**config.mk**
```make
export PLATFORM = sky130hd
export DESIGN_NAME = nrdiv_assist
export DESIGN_NICKNAME = d
export VERILOG_FILES = /design/src/rtl/nrdiv_pkg.sv /design/src/rtl/nrdiv_regs.sv /design/src/rtl/nrdiv_loop.sv /design/src/rtl/nrdiv_post.sv /design/src/rtl/nrdiv_assist.sv
export SDC_FILE = /design/constraint.sdc
export NUM_CORES = 1
export LEC_CHECK = 0
export ABC_AREA = 1
export BUFFER_PORTS_ARGS = -buffer_cell sky130_fd_sc_hd__buf_4
export CAP_MARGIN = 5
export CORE_ASPECT_RATIO = 1.2
export CORE_MARGIN = 5
export CORE_UTILIZATION = 40
export DETAILED_ROUTE_END_ITERATION = 7
export GPL_TIMING_DRIVEN = 0
export PLACE_DENSITY = 0.58
export SETUP_SLACK_MARGIN = 0.5
export SLEW_MARGIN = 20
export SYNTH_ARGS = -nofsm -noshare
export SYNTH_HDL_FRONTEND = slang
export SYNTH_HIERARCHICAL = 1
export SYNTH_SLANG_ARGS = --single-unit
```
**constraint.sdc**
```tcl
create_clock -name clk -period 6.5 [get_ports clk]
set_input_delay 0 -clock clk [delete_from_list [all_inputs] [get_ports clk]]
set_output_delay 0 -clock clk [all_outputs]
set_load 0.05 [all_outputs]
```
**src/rtl/nrdiv_pkg.sv**
```systemverilog
package nrdiv_pkg;
  localparam int SEL_W = 3;
  localparam logic [SEL_W-1:0] SEL_DVD_LO = 3'd0;
  localparam logic [SEL_W-1:0] SEL_DVD_HI = 3'd1;
  localparam logic [SEL_W-1:0] SEL_DVS_LO = 3'd2;
  localparam logic [SEL_W-1:0] SEL_DVS_HI = 3'd3;
  localparam logic [SEL_W-1:0] SEL_EXP    = 3'd4;

  localparam int RSEL_W = 2;
  localparam logic [RSEL_W-1:0] RD_MANT_LO = 2'd0;
  localparam logic [RSEL_W-1:0] RD_MANT_HI = 2'd1;
  localparam logic [RSEL_W-1:0] RD_EXP     = 2'd2;

  typedef enum logic {CTL_IDLE = 1'b0, CTL_RUN = 1'b1} ctl_state_e;
  typedef enum logic {RND_NEAR_EVEN = 1'b0, RND_TO_ZERO = 1'b1} rnd_mode_e;
endpackage

```
**src/rtl/nrdiv_regs.sv**
```systemverilog
module nrdiv_regs
  import nrdiv_pkg::*;
#(
  parameter int MANT_W = 24,
  parameter int WORD_W = 16
) (
  input  logic              clk,
  input  logic              rst_n,
  input  logic              wr_en,
  input  logic [SEL_W-1:0]  wr_sel,
  input  logic [WORD_W-1:0] wr_data,
  output logic [MANT_W-1:0] dvd_mant,
  output logic [MANT_W-1:0] dvs_mant,
  output logic [WORD_W-1:0] exp_word
);
  localparam int HI_W   = MANT_W - WORD_W;
  localparam int N_OPND = 2;

  logic [N_OPND-1:0][MANT_W-1:0] opnd_pk;
  logic                          unused_wr_hi;

  assign unused_wr_hi = ^wr_data[WORD_W-1:HI_W];

  // operand slot g owns select codes 2g (low word) and 2g+1 (high word)
  for (genvar g = 0; g < N_OPND; g++) begin : g_opnd
    logic [WORD_W-1:0] lo_q;
    logic [HI_W-1:0]   hi_q;
    always_ff @(posedge clk or negedge rst_n) begin
      if (!rst_n) begin
        lo_q <= '0;
        hi_q <= '0;
      end else if (wr_en) begin
        if (wr_sel == SEL_W'(2 * g))     lo_q <= wr_data;
        if (wr_sel == SEL_W'(2 * g + 1)) hi_q <= wr_data[HI_W-1:0];
      end
    end
    assign opnd_pk[g] = {hi_q, lo_q};
  end

  always_ff @(posedge clk or negedge rst_n) begin
    if (!rst_n)                          exp_word <= '0;
    else if (wr_en && wr_sel == SEL_EXP) exp_word <= wr_data;
  end

  assign dvd_mant = opnd_pk[0];
  assign dvs_mant = opnd_pk[1];
endmodule

```
**src/rtl/nrdiv_loop.sv**
```systemverilog
module nrdiv_loop #(
  parameter int MANT_W = 24,
  localparam int QBITS = MANT_W + 2,
  localparam int REM_W = MANT_W + 3
) (
  input  logic                    clk,
  input  logic                    rst_n,
  input  logic                    load,
  input  logic [MANT_W-1:0]       a_mant,
  input  logic [MANT_W-1:0]       b_mant,
  output logic [QBITS-1:0]        quo,
  output logic signed [REM_W-1:0] rem,
  output logic [MANT_W-1:0]       dvs,
  output logic                    active,
  output logic                    step_sub,
  output logic                    fin
);
  localparam int CNT_W = $clog2(QBITS);

  logic [CNT_W-1:0] cnt;
  logic [REM_W:0]   step;

  // One nonrestoring step: the sign of the partial remainder picks add or
  // subtract; the quotient bit is the sign of the result, inverted.
  // Returned as {qbit, new_remainder}.
  function automatic logic [REM_W:0] nr_step(input logic signed [REM_W-1:0] p,
                                             input logic [MANT_W-1:0] d);
    logic signed [REM_W-1:0] d_ext;
    logic signed [REM_W-1:0] t;
    d_ext = $signed({{(REM_W - MANT_W){1'b0}}, d});
    t     = p[REM_W-1] ? (p + d_ext) : (p - d_ext);
    return {~t[REM_W-1], t};
  endfunction

  assign step     = nr_step(rem, dvs);
  assign step_sub = active & ~rem[REM_W-1];

  always_ff @(posedge clk or negedge rst_n) begin
    if (!rst_n) begin
      quo    <= '0;
      rem    <= '0;
      dvs    <= '0;
      cnt    <= '0;
      active <= 1'b0;
      fin    <= 1'b0;
    end else begin
      fin <= 1'b0;
      if (load) begin
        rem    <= $signed({{(REM_W - MANT_W){1'b0}}, a_mant});
        dvs    <= b_mant;
        quo    <= '0;
        cnt    <= '0;
        active <= 1'b1;
      end else if (active) begin
        quo <= {quo[QBITS-2:0], step[REM_W]};
        if (cnt == CNT_W'(QBITS - 1)) begin
          rem    <= step[REM_W-1:0];          // last step: keep unshifted
          active <= 1'b0;
          fin    <= 1'b1;
        end else begin
          rem <= {step[REM_W-2:0], 1'b0};
          cnt <= cnt + 1'b1;
        end
      end
    end
  end
endmodule

```
**src/rtl/nrdiv_post.sv**
```systemverilog
module nrdiv_post #(
  parameter int MANT_W = 24,
  parameter int WORD_W = 16,
  localparam int QBITS = MANT_W + 2,
  localparam int REM_W = MANT_W + 3
) (
  input  logic [QBITS-1:0]        quo,
  input  logic signed [REM_W-1:0] rem,
  input  logic [MANT_W-1:0]       dvs,
  input  logic [WORD_W-1:0]       exp_in,
  input  logic                    rtz,
  output logic signed [REM_W-1:0] rem_fixed,
  output logic                    ev_restore,
  output logic                    ev_norm,
  output logic                    ev_inc,
  output logic                    ev_carry,
  output logic [MANT_W-1:0]       mant_out,
  output logic [WORD_W-1:0]       exp_out
);
  logic [MANT_W-1:0] mant_t;
  logic              guard;
  logic              sticky;
  logic [MANT_W:0]   sum;

  function automatic logic round_up(input logic to_zero, input logic lsb,
                                    input logic g, input logic s);
    return !to_zero && g && (s || lsb);
  endfunction

  function automatic logic [WORD_W-1:0] exp_fix(input logic [WORD_W-1:0] e,
                                                input logic dec, input logic inc);
    return e + WORD_W'(inc) - WORD_W'(dec);
  endfunction

  // single restore after the loop
  assign ev_restore = rem[REM_W-1];
  assign rem_fixed  = ev_restore ? (rem + $signed({{(REM_W - MANT_W){1'b0}}, dvs})) : rem;

  // quotient below one needs a one-place left shift
  assign ev_norm = ~quo[QBITS-1];
  assign mant_t  = ev_norm ? quo[QBITS-2:1] : quo[QBITS-1:2];
  assign guard   = ev_norm ? quo[0] : quo[1];
  assign sticky  = (|rem_fixed) | (~ev_norm & quo[0]);

  assign ev_inc   = round_up(rtz, mant_t[0], guard, sticky);
  assign sum      = {1'b0, mant_t} + {{MANT_W{1'b0}}, ev_inc};
  assign ev_carry = sum[MANT_W];
  assign mant_out = ev_carry ? {1'b1, {(MANT_W - 1){1'b0}}} : sum[MANT_W-1:0];
  assign exp_out  = exp_fix(exp_in, ev_norm, ev_carry);
endmodule

```
**src/rtl/nrdiv_assist.sv**
```systemverilog
module nrdiv_assist
  import nrdiv_pkg::*;
#(
  parameter int MANT_W = 24,
  parameter int WORD_W = 16
) (
  input  logic              clk,
  input  logic              rst_n,
  input  logic              wr_en,
  input  logic [2:0]        wr_sel,
  input  logic [15:0]       wr_data,
  input  logic              start,
  input  logic              round_tz,
  output logic              busy,
  output logic              done,
  input  logic [1:0]        rd_sel,
  output logic [15:0]       rd_data
);
  localparam int QBITS = MANT_W + 2;
  localparam int REM_W = MANT_W + 3;
  localparam int HI_W  = MANT_W - WORD_W;

  ctl_state_e state;
  logic              start_ok;
  logic [MANT_W-1:0] dvd_mant, dvs_mant, dvs_run;
  logic [WORD_W-1:0] exp_word, exp_l;
  rnd_mode_e         rtz_l;
  logic [QBITS-1:0]  quo;
  logic signed [REM_W-1:0] rem, rem_fixed;
  logic              active, step_sub, fin;
  logic              ev_restore, ev_norm, ev_inc, ev_carry;
  logic [MANT_W-1:0] mant_out, res_mant;
  logic [WORD_W-1:0] exp_out, res_exp;

  assign start_ok = start && (state == CTL_IDLE);
  assign busy     = (state == CTL_RUN);

  nrdiv_regs #(.MANT_W(MANT_W), .WORD_W(WORD_W)) u_regs (
    .clk(clk), .rst_n(rst_n), .wr_en(wr_en), .wr_sel(wr_sel), .wr_data(wr_data),
    .dvd_mant(dvd_mant), .dvs_mant(dvs_mant), .exp_word(exp_word)
  );

  nrdiv_loop #(.MANT_W(MANT_W)) u_loop (
    .clk(clk), .rst_n(rst_n), .load(start_ok), .a_mant(dvd_mant), .b_mant(dvs_mant),
    .quo(quo), .rem(rem), .dvs(dvs_run), .active(active), .step_sub(step_sub), .fin(fin)
  );

  nrdiv_post #(.MANT_W(MANT_W), .WORD_W(WORD_W)) u_post (
    .quo(quo), .rem(rem), .dvs(dvs_run), .exp_in(exp_l), .rtz(rtz_l == RND_TO_ZERO),
    .rem_fixed(rem_fixed), .ev_restore(ev_restore), .ev_norm(ev_norm), .ev_inc(ev_inc),
    .ev_carry(ev_carry), .mant_out(mant_out), .exp_out(exp_out)
  );

  always_ff @(posedge clk or negedge rst_n) begin
    if (!rst_n) begin
      state    <= CTL_IDLE;
      exp_l    <= '0;
      rtz_l    <= RND_NEAR_EVEN;
      res_mant <= '0;
      res_exp  <= '0;
      done     <= 1'b0;
    end else begin
      done <= 1'b0;
      if (start_ok) begin
        state <= CTL_RUN;
        exp_l <= exp_word;
        rtz_l <= rnd_mode_e'(round_tz);
      end else if (fin) begin
        state    <= CTL_IDLE;
        res_mant <= mant_out;
        res_exp  <= exp_out;
        done     <= 1'b1;
      end
    end
  end

  always_comb begin
    case (rd_sel)
      RD_MANT_LO: rd_data = res_mant[WORD_W-1:0];
      RD_MANT_HI: rd_data = {{(WORD_W - HI_W){1'b0}}, res_mant[MANT_W-1:WORD_W]};
      RD_EXP:     rd_data = res_exp;
      default:    rd_data = '0;
    endcase
  end
endmodule

```
==> results of run 1 <==
sequential cells by signal, indices dropped and copies added, names as in the netlist, 5 cells and up:
signal              flops
u_regs/g_opnd.lo_q     32
u_loop/rem             27
u_loop/quo             26
res_mant               24
u_loop/dvs             24
exp_l                  16
res_exp                16
u_regs/exp_word        16
u_regs/g_opnd.hi_q     16
u_loop/cnt              5
worst max-delay path, delay by kind of cell, from the launching register on:
kind / cells / cell delay, ns
AND/OR/NAND/NOR: 28 / 2.49
adder cells (fa/ha/maj): 7 / 1.77
flip-flops: 1 / 0.45
AO/OA/AOI/OAI: 3 / 0.44
buffers and inverters: 3 / 0.26
XOR/XNOR: 1 / 0.15
repair_timing:
| item | CTS | global route |
|---|---|---|
| endpoints found under the hold margin | 191 | 0 |
| hold buffers | 36 | 0 |
| gates resized for setup | 19 | 75 |
| buffers inserted | 2 | 13 |
| endpoints found under the setup margin | 9 | 9 |
| pin swaps | 4 | 22 |
stage by stage:
step | hold slack [ns] | cell area [sq um] | utilization
after CTS | 0.2334 | 17390 | 0.4628
after floorplan | -0.2956 | 15110 | -
final | 0.2699 | 17820 | 0.4743
after global routing | 0.2682 | 17820 | 0.4743
after detailed placement | -0.07928 | 16080 | 0.4280
after global placement | 0.2049 | 16020 | 0.4263
path summary, 6_finish.rpt:
| check | endpoint | slack, ns | cells after the start |
|---|---|---|---|
| setup / recovery | res_exp[12]$_DFFE_PN0P_ | 0.84 | 42 |
| hold / removal | u_regs/g_opnd[1].hi_q[5]$_DFFE_PN0P_ | 0.27 | 4 |
| setup reg to reg | res_exp[12]$_DFFE_PN0P_ | 0.84 | 42 |
| hold reg to reg | res_exp[14]$_DFFE_PN0P_ | 0.47 | 2 |
| max in group asynchronous | u_loop/dvs[13]$_DFFE_PN0P_ | 5.04 | 5 |
| min in group asynchronous | u_loop/rem[8]$_DFFE_PN0P_ | 0.54 | 4 |
power by group:
group	leakage (nW)	switching, mW	total [mW]	internal (mW)
logic	6.27	4.59	7.21	2.62
registers	2.63	0.611	2.39	1.78
clock network	0.430	0.601	1.48	0.876
layout make-up:
class                   count  area, sq um  area share
clock inverters            19        231.5     0.01299
clock buffers              27        633.1     0.03553
repair buffers             94        860.8     0.04830
multi-input cells        1630         8850      0.4966
plain buffers              62        364.1     0.02043
well taps                 480        600.6     0.03370
inverters                 288         1081     0.06066
flip-flops and latches    207         5200      0.2918
routing by layer:
metal / up-vias / GRT usage
met1: 6630 / 0.2653
met5: - / 0
met4: 0 / 0.1040
li1: 7237 / -
met2: 342 / 0.4002
met3: 106 / 0.02473
==> key figures, run 1 <==
Worst setup path
  – Origin of the critical flop-to-flop path: u_loop/dvs[0]$_DFFE_PN0P_
  – Crit end category: register
  – Data required, critical path: 6.98 ns
  – Crit path largest cell delay: 0.45 ns
  – Most used cell, CP: nand2_1
  – Crit path max fanout: 4
  – CP arrival: 6.14 ns
  – Slowest CP cell: dfrtp_2
  – Worst Setup SP: u_loop/dvs[0]$_DFFE_PN0P_
  – CP startpoint kind: register
  – Worst Setup Path Type: reg -> reg

Placement
  – Dpl cells: 2710
  – Dpl ws: -0.2623 ns
  – Placer Congestion: 0.9666
  – DPL Wire Length: 37.47 mm
  – Number of port buffers: 41

GRT
  – GRT Total Usage: 0.2222
  – First-pass GRT wire length: 74.62 mm
  – Vias in the first global route: 13880
  – Largest net degree at the start of global routing: 102
  – Overflow left after global routing: 0
  – Initial antenna violation count: 0

STA
  – Setup TNS: 0 ns
  – Final min period: 5.657 ns
  – Final hold violations: 0
  – Fmax: 0.1768 GHz
  – RSZ-0062 raised after global routing: yes
  – Tcrit/Tclk final: 0.8702
  – Worst-Margin Slew: 0.7471 ns
  – Setup violators final: 0
  – Max-slew violations: 0
  – Final worst slack: 0.8434 ns
  – Max transition margin: 0.4967
  – Final setup skew: 0.03089 ns

Logic synthesis
  – Post-Syn Nets: 2291
  – Mapped Area: 15110 sq um
  – Syn Inst Count: 2187
  – Mean post-synth cell area: 6.909 sq um
  – Ys Warns: 6

Final layout
  – Ant. Diodes: 0
  – Commonest non-fill, non-tap cells in the layout: nand2_1 (765), inv_1 (275), nand3_1 (246)
  – Nets: 2412
  – Layout cells sized above 1: 0.1405
  – Filler cells: 3837
  – Synthesis-to-finish area growth: 17.94%
  – Finished Layout Cells: 2807
  – Most common cell after layout, fill and taps aside: nand2_1

Clock tree
  – CTS root buffer: clkbuf_16
  – Clock Latency Late Sink: 0.57 ns
  – Total CTS buffers: 25
  – H-tree Lvls: 1
  – Clk sinks: 207
  – CTS tree: built
  – CTS clk-pin slew, worst paths: 0.06 ns
  – Clock Path Buffers: 3

Floorplanning
  – Starting Density: 0.4021
  – Die area: 41780 sq um
  – Core Area: 37570 sq um
  – # rows: 78
  – Die Wd: 187.4 microns
  – IO Pins: 44
  – Height of the die: 222.9 microns

Route
  – DRT Wirelength: 47.64 mm
  – Initial drt markers: 904
  – DR WL met2: 23.74 mm
  – # DRC: 0
  – Routed vias: 14320
  – M1 WL: 19.44 mm
  – Post-route ant nets: 0
  – DR pass1 iterations: 5
  – DR top layer: met4
  – DR WL met3: 1.832 mm
  – Avg Vias per Cell: 5.100
  – DR WL/cell: 16.97 microns

Pwr
  – LEAKAGE: 9.329 nW
  – PwrDens: 621.7 nW/um^2
  – Final Power: 11.08 mW
  – Peak VDD IR: 0.3740 mV

Worst hold path
  – HP Start: wr_data[5]
  – Hold Crit Class: in -> reg

Run
  – MaxCap Viol Count: 0

Status
  – Outcome: finished, final reports clean
No activity file was read; power rests on OpenSTA's default activity.
==> run 2: changes to the inputs <==
ABC_AREA = not set   (was 1)
==> run 2 against run 1 <==
Critical endpoint is now res_exp[14]$_DFFE_PN0P_. Final area down 5.8%. Synthesized area shrank 5.5%. Highest routed layer unchanged. Clock power fell by 10%. Critical path type unchanged. The run now ends with hold timing, setup timing left. Utilization grew 0.42 points.
==> key figures, run 2 <==
GRT
  – Vias in the first global route: 11690 (was 13880)
  – Overflow left after global routing: 0 (unchanged)
  – Largest net degree at the start of global routing: 101 (was 102)
  – First-pass GRT wire length: 64.58 mm (was 74.62 mm)
  – GRT Total Usage: 0.2012 (was 0.2222)
  – Initial antenna violation count: 0 (unchanged)

Worst setup path
  – Worst Setup Path Type: reg -> reg (unchanged)
  – Data required, critical path: 6.89 ns (was 6.98 ns)
  – CP startpoint kind: register (unchanged)
  – Crit path max fanout: 5 (was 4)
  – CP arrival: 7.92 ns (was 6.14 ns)
  – Slowest CP cell: a2111o_1 (was dfrtp_2)
  – Top delay family on crit path: compound AO/OA/AOI/OAI gates (was simple AND/OR/NAND/NOR gates)
  – Crit path largest cell delay: 0.51 ns (was 0.45 ns)
  – Most used cell, CP: ha_4 (was nand2_1)
  – Worst Path Buf+Inv: 4 (was 3)
  – Crit end category: register (unchanged)

Logic synthesis
  – Ys Warns: 6 (unchanged)
  – Post-Syn Nets: 1579 (was 2291)
  – Syn Inst Count: 1475 (was 2187)
  – Mapped Area: 14270 sq um (was 15110 sq um)
  – Mean post-synth cell area: 9.678 sq um (was 6.909 sq um)

Final layout
  – Nets: 1701 (was 2412)
  – Filler cells: 3330 (was 3837)
  – Synthesis-to-finish area growth: 17.65% (was 17.94%)
  – Top flop regs: u_regs/g_opnd.lo_q (32), u_loop/rem (27), u_loop/quo (26) (unchanged)
  – Finished Layout Cells: 2075 (was 2807)
  – Max reg flops: 32 (unchanged)
  – Most common cell after layout, fill and taps aside: dfrtp_1 (was nand2_1)
  – Ant. Diodes: 0 (unchanged)
  – Layout cells sized above 1: 0.2275 (was 0.1405)
  – Cell area after layout: 16790 sq um (was 17820 sq um)
  – Commonest non-fill, non-tap cells in the layout: dfrtp_1 (204), nand2_1 (127), nor2_1 (123) (was nand2_1 (765), inv_1 (275), nand3_1 (246))
  – Top reg by flops: u_regs/g_opnd.lo_q (unchanged)

Run
  – MaxCap Viol Count: 0 (unchanged)

Floorplanning
  – Die Wd: 182.5 microns (was 187.4 microns)
  – Starting Density: 0.4067 (was 0.4021)
  – IO Pins: 44 (unchanged)
  – Die area: 39580 sq um (was 41780 sq um)
  – Core Area: 35100 sq um (was 37570 sq um)
  – # rows: 75 (was 78)
  – Height of the die: 216.9 microns (was 222.9 microns)

STA
  – Final setup skew: 0.02308 ns (was 0.03089 ns)
  – Fmax: 0.1327 GHz (was 0.1768 GHz)
  – Worst-Margin Slew: 0.8487 ns (was 0.7471 ns)
  – Final hold violations: 1 (was 0)
  – Setup violators final: 11 (was 0)
  – Final worst slack: -1.035 ns (was 0.8434 ns)
  – Max transition margin: 0.4342 (was 0.4967)
  – Tcrit/Tclk final: 1.159 (was 0.8702)
  – RSZ-0062 raised after global routing: yes (unchanged)
  – Setup TNS: -6.683 ns (was 0 ns)
  – Max-slew violations: 0 (unchanged)
  – Final min period: 7.535 ns (was 5.657 ns)
  – Hold slack: -0.008091 ns (was 0.2699 ns)

Placement
  – Placer Congestion: 0.8782 (was 0.9666)
  – Dpl cells: 1980 (was 2710)
  – DPL Wire Length: 30.87 mm (was 37.47 mm)
  – Number of port buffers: 41 (unchanged)
  – Post-place instance area: 15360 sq um (was 16080 sq um)

Clock tree
  – Clock Path Buffers: 3 (unchanged)
  – Clock Latency Late Sink: 0.53 ns (was 0.57 ns)
  – H-tree Lvls: 1 (unchanged)
  – CTS tree: built (unchanged)
  – CTS root buffer: clkbuf_16 (unchanged)
  – Clk sinks: 207 (unchanged)
  – CTS clk-pin slew, worst paths: 0.06 ns (about the same)
  – Total CTS buffers: 24 (was 25)

Route
  – Routed vias: 11740 (was 14320)
  – Initial drt markers: 769 (was 904)
  – DR WL/cell: 19.59 microns (was 16.97 microns)
  – DR pass1 iterations: 7 (was 5)
  – Avg Vias per Cell: 5.660 (was 5.100)
  – Post-route ant nets: 0 (unchanged)
  – DRT Wirelength: 40.66 mm (was 47.64 mm)
  – # DRC: 0 (unchanged)

Status
  – Failing checks: hold timing, setup timing
  – Outcome: finished with violations (was finished, final reports clean)

Pwr
  – Peak VDD IR: 0.3926 mV (was 0.3740 mV)
  – LEAKAGE: 7.644 nW (was 9.329 nW)
  – PwrDens: 613.9 nW/um^2 (was 621.7 nW/um^2)

Worst hold path
  – Hold Crit Class: in -> async (was in -> reg)
[run 2: changes by cell type in the layout (fill, tap and decap cells not counted), sizes merged, moves of 19 or more]
cell    delta
mux2i     +56
o22ai     -19
xnor2     +32
nand3    -219
clkbuf    +37
mux2     +148
a21oi     +28
nand2    -674
inv      -238
[run 2: final timing paths]
path / from / endpoint / slack (ns) / cells after the start
max: u_loop/dvs[0]$_DFFE_PN0P_ / res_exp[14]$_DFFE_PN0P_ / -1.03 / 40
min: rst_n / u_loop/quo[13]$_DFFE_PN0P_ / -0.008 / 2
max reg2reg: u_loop/dvs[0]$_DFFE_PN0P_ / res_exp[14]$_DFFE_PN0P_ / -1.03 / 40
min reg2reg: u_regs/g_opnd[0].hi_q[4]$_DFFE_PN0P_ / u_loop/rem[20]$_DFFE_PN0P_ / 0.48 / 1
max in group asynchronous: rst_n / u_loop/dvs[2]$_DFFE_PN0P_ / 5.69 / 3
min in group clk: wr_sel[0] / u_regs/g_opnd[0].lo_q[11]$_DFFE_PN0P_ / 0.04 / 4
[run 2: area by class of cell]
cell class / count / area [sq um] / area share
clock buffers: 32 / 690.7 / 0.04112
plain buffers: 71 / 352.8 / 0.02101
inverters: 52 / 197.7 / 0.01177
multi-input cells: 1145 / 8869 / 0.5280
well taps: 462 / 578.1 / 0.03442
repair buffers: 96 / 830.8 / 0.04947
clock inverters: 10 / 92.59 / 0.005513
flip-flops and latches: 207 / 5184 / 0.3086
[run 2: through the flow]
| step | utilization | power [mW] | worst slack (ns) |
|---|---|---|---|
| after CTS | 0.4739 | 10.16 | -1.154 |
| after detailed placement | 0.4375 | 8.616 | -1.636 |
| after global routing | 0.4785 | 11.16 | -1.368 |
| after floorplan | - | 7.037 | -0.6286 |
| final | 0.4785 | 10.31 | -1.035 |
| after global placement | 0.4358 | 8.518 | -1.519 |
[run 2: what timing repair did]
item / CTS / global route
pin swaps: 33 / 25
hold endpoints to repair: 273 / 0
resized for setup: 18 / 27
hold buffers: 22 / 0
setup endpoints to repair: 21 / 20
buffers inserted: 24 / 7
[run 2: power by group]
group / internal (mW) / leakage (nW) / switching, mW / total (mW)
Clock: 0.785 / 0.390 / 0.544 / 1.33
Combinational: 2.87 / 4.67 / 3.75 / 6.62
Sequential: 1.78 / 2.58 / 0.588 / 2.36
Total: 5.43 / 7.64 / 4.88 / 10.3
[run 2: metal layers]
| layer | up-vias | wire [microns] | global-route usage |
|---|---|---|---|
| met4 | 0 | 1999 | 0.08458 |
| met3 | 84 | 1529 | 0.01870 |
| met2 | 320 | 19920 | 0.3473 |
| li1 | 5580 | - | - |
| met1 | 5760 | 17200 | 0.2585 |
| met5 | - | 0 | 0 |
==> run 3: changes to the inputs <==
CORE_UTILIZATION = 64   (was 40)
GPL_ROUTABILITY_DRIVEN = 0   (was not set)
PLACE_DENSITY = 0.85   (was 0.58)
==> run 3 against run 2 <==
Maximum frequency is 7.0% lower. Critical path type unchanged. Count of clock-buffer cells in the layout increased by 1. Utilization increased by 28 points. Sequential cell count unchanged. Wire length is 15% higher. Hold slack better by 0.056 ns. The flow finishes with violations (setup timing). Setup slack worse by 0.57 ns. Critical path depth is 1 higher. Via count increased by 12%. Sequential share of layout area rose by 0.34 points. Non-clock buffer count grew 6. Final cell count down 8.8%.
==> key figures, run 3 (synthesized netlist as in run 2, its figures left out) <==
STA
  – Final setup skew: 0.01463 ns (was 0.02308 ns)
  – Tcrit/Tclk final: 1.246 (was 1.159)
  – Setup TNS: -12.45 ns (was -6.683 ns)
  – Setup violators final: 13 (was 11)
  – RSZ-0062 raised after global routing: yes (unchanged)
  – Max transition margin: 0.4163 (was 0.4342)
  – Hold slack: 0.04788 ns (was -0.008091 ns)
  – Fmax: 0.1234 GHz (was 0.1327 GHz)
  – Final worst slack: -1.602 ns (was -1.035 ns)
  – Final min period: 8.102 ns (was 7.535 ns)
  – Worst-Margin Slew: 0.8755 ns (was 0.8487 ns)
  – Max-slew violations: 0 (unchanged)
  – Final hold violations: 0 (was 1)

Worst setup path
  – Most used cell, CP: ha_4 (unchanged)
  – Data required, critical path: 6.90 ns (was 6.89 ns)
  – Top delay family on crit path: compound AO/OA/AOI/OAI gates (unchanged)
  – Worst Setup Path Type: reg -> reg (unchanged)
  – CP arrival: 8.50 ns (was 7.92 ns)
  – Crit path max fanout: 5 (unchanged)
  – CP startpoint kind: register (unchanged)
  – Crit end category: register (unchanged)
  – Crit path largest cell delay: 0.57 ns (was 0.51 ns)
  – Slowest CP cell: o41ai_2 (was a2111o_1)
  – Worst Path Buf+Inv: 6 (was 4)

Final layout
  – Final core utilization: 0.7601 (was 0.4785)
  – Most common cell after layout, fill and taps aside: dfrtp_1 (unchanged)
  – Top flop regs: u_regs/g_opnd.lo_q (32), u_loop/rem (27), u_loop/quo (26) (unchanged)
  – Ant. Diodes: 0 (unchanged)
  – Synthesis-to-finish area growth: 16.36% (was 17.65%)
  – Layout cells sized above 1: 0.2225 (was 0.2275)
  – Multi-input gate area: 8841 sq um (was 8869 sq um)
  – Nets: 1706 (was 1701)
  – Max reg flops: 32 (unchanged)
  – Finished Layout Cells: 1892 (was 2075)
  – Commonest non-fill, non-tap cells in the layout: dfrtp_1 (204), nand2_1 (127), nor2_1 (124) (was dfrtp_1 (204), nand2_1 (127), nor2_1 (123))
  – Register area: 5184 sq um (unchanged)
  – Filler cells: 1298 (was 3330)
  – Top reg by flops: u_regs/g_opnd.lo_q (unchanged)

Floorplanning
  – Core Area: 21850 sq um (was 35100 sq um)
  – Height of the die: 173.6 microns (was 216.9 microns)
  – Die area: 25400 sq um (was 39580 sq um)
  – # rows: 59 (was 75)
  – IO Pins: 44 (unchanged)
  – Die Wd: 146.3 microns (was 182.5 microns)
  – Starting Density: 0.6533 (was 0.4067)

Route
  – Avg Vias per Cell: 6.933 (was 5.660)
  – # DRC: 0 (unchanged)
  – DR pass1 iterations: 6 (was 7)
  – DRT Wirelength: 46.87 mm (was 40.66 mm)
  – Post-route ant nets: 0 (unchanged)
  – Routed vias: 13120 (was 11740)
  – DR WL/cell: 24.77 microns (was 19.59 microns)
  – Initial drt markers: 1415 (was 769)

Run
  – MaxCap Viol Count: 0 (unchanged)

Clock tree
  – CTS root buffer: clkbuf_16 (unchanged)
  – CTS tree: built (unchanged)
  – Clk sinks: 207 (unchanged)
  – Clock Latency Late Sink: 0.53 ns (about the same)
  – Clock Path Buffers: 3 (unchanged)
  – CTS clk-pin slew, worst paths: 0.06 ns (about the same)
  – H-tree Lvls: 1 (unchanged)
  – Total CTS buffers: 23 (was 24)

Status
  – Failing checks: setup timing (was hold timing, setup timing)
  – Outcome: finished with violations (unchanged)

GRT
  – GRT Total Usage: 0.3447 (was 0.2012)
  – Initial antenna violation count: 0 (unchanged)
  – First-pass GRT wire length: 70.68 mm (was 64.58 mm)
  – Largest net degree at the start of global routing: 101 (unchanged)
  – Vias in the first global route: 13190 (was 11690)
  – Overflow left after global routing: 0 (unchanged)

Placement
  – DPL Wire Length: 28.44 mm (was 30.87 mm)
  – Number of port buffers: 41 (unchanged)
  – Dpl cells: 1792 (was 1980)

Worst hold path
  – Hold Crit Class: in -> reg (was in -> async)
## run 3: cell types whose count changed in the layout (fill, tap and decap cells not counted), moves of 2 or more
cell / before / now
xnor2_2: 4 / 2
xnor2_1: 45 / 47
bufinv_16: 1 / 4
o31ai_1: 8 / 6
ha_2: 3 / 1
ha_1: 67 / 69
buf_4: 70 / 73
clkbuf_8: 6 / 2
buf_6: 11 / 13
clkinv_2: 6 / 1
o31ai_2: 1 / 3
clkbuf_1: 45 / 51
## run 3: timing repair
item | in CTS | in global routing
hold buffers | 23 | 0
gates resized for setup | 24 | 18
hold endpoints to repair | 188 | 0
buffers inserted | 24 | 12
setup endpoints to repair | 21 | 20
pin swaps | 35 | 32
## run 3: layout make-up
type	instances	share of cell area
Buffer	71	0.02124
Clock buffer	33	0.03812
Clock inverter	8	0.009793
Inverter	52	0.01190
Multi-Input combinational cell	1145	0.5323
Sequential cell	207	0.3121
Tap cell	274	0.02064
Timing Repair Buffer	102	0.05394
## run 3: layer usage
metal | routed length, microns | vias up | GRT usage
met5 | 0 | - | 0
met4 | 4625 | 0 | 0.2694
met3 | 3522 | 309 | 0.05439
met2 | 22360 | 983 | 0.5775
met1 | 16370 | 6224 | 0.3916
li1 | - | 5602 | -
## run 3: stage by stage
step	area [sq um]	worst slack, ns
after CTS	16460	-1.072
after global placement	15060	-1.338
after floorplan	14410	-0.6286
final	16610	-1.602
after global routing	16610	-1.794
after detailed placement	15120	-1.575
## run 3: final timing paths
check / cells past startpoint / from / to / slack, ns
max: 41 / u_loop/rem[0]$_DFFE_PN0P_ / res_exp[13]$_DFFE_PN0P_ / -1.60
min: 4 / wr_sel[1] / u_regs/g_opnd[0].lo_q[11]$_DFFE_PN0P_ / 0.05
max reg2reg: 41 / u_loop/rem[0]$_DFFE_PN0P_ / res_exp[13]$_DFFE_PN0P_ / -1.60
min reg2reg: 1 / u_regs/exp_word[10]$_DFFE_PN0P_ / u_regs/exp_word[10]$_DFFE_PN0P_ / 0.51
max in group asynchronous: 5 / rst_n / u_loop/dvs[20]$_DFFE_PN0P_ / 5.03
min in group asynchronous: 4 / rst_n / u_loop/quo[12]$_DFFE_PN0P_ / 0.53
## run 3: worst register-to-register path, delay by kind of cell (launching register included)
kind / cells / cell delay [ns]
AO/OA/AOI/OAI: 13 / 3.02
buffers and inverters: 6 / 0.60
XOR/XNOR: 1 / 0.10
flip-flops: 1 / 0.44
AND/OR/NAND/NOR: 14 / 2.17
adder cells (fa/ha/maj): 6 / 1.38
multiplexers: 1 / 0.27
Power of run 3 is left out: the tool's default activity adds up to more than one toggle a clock period on the data nets, which glitch-free logic cannot reach.
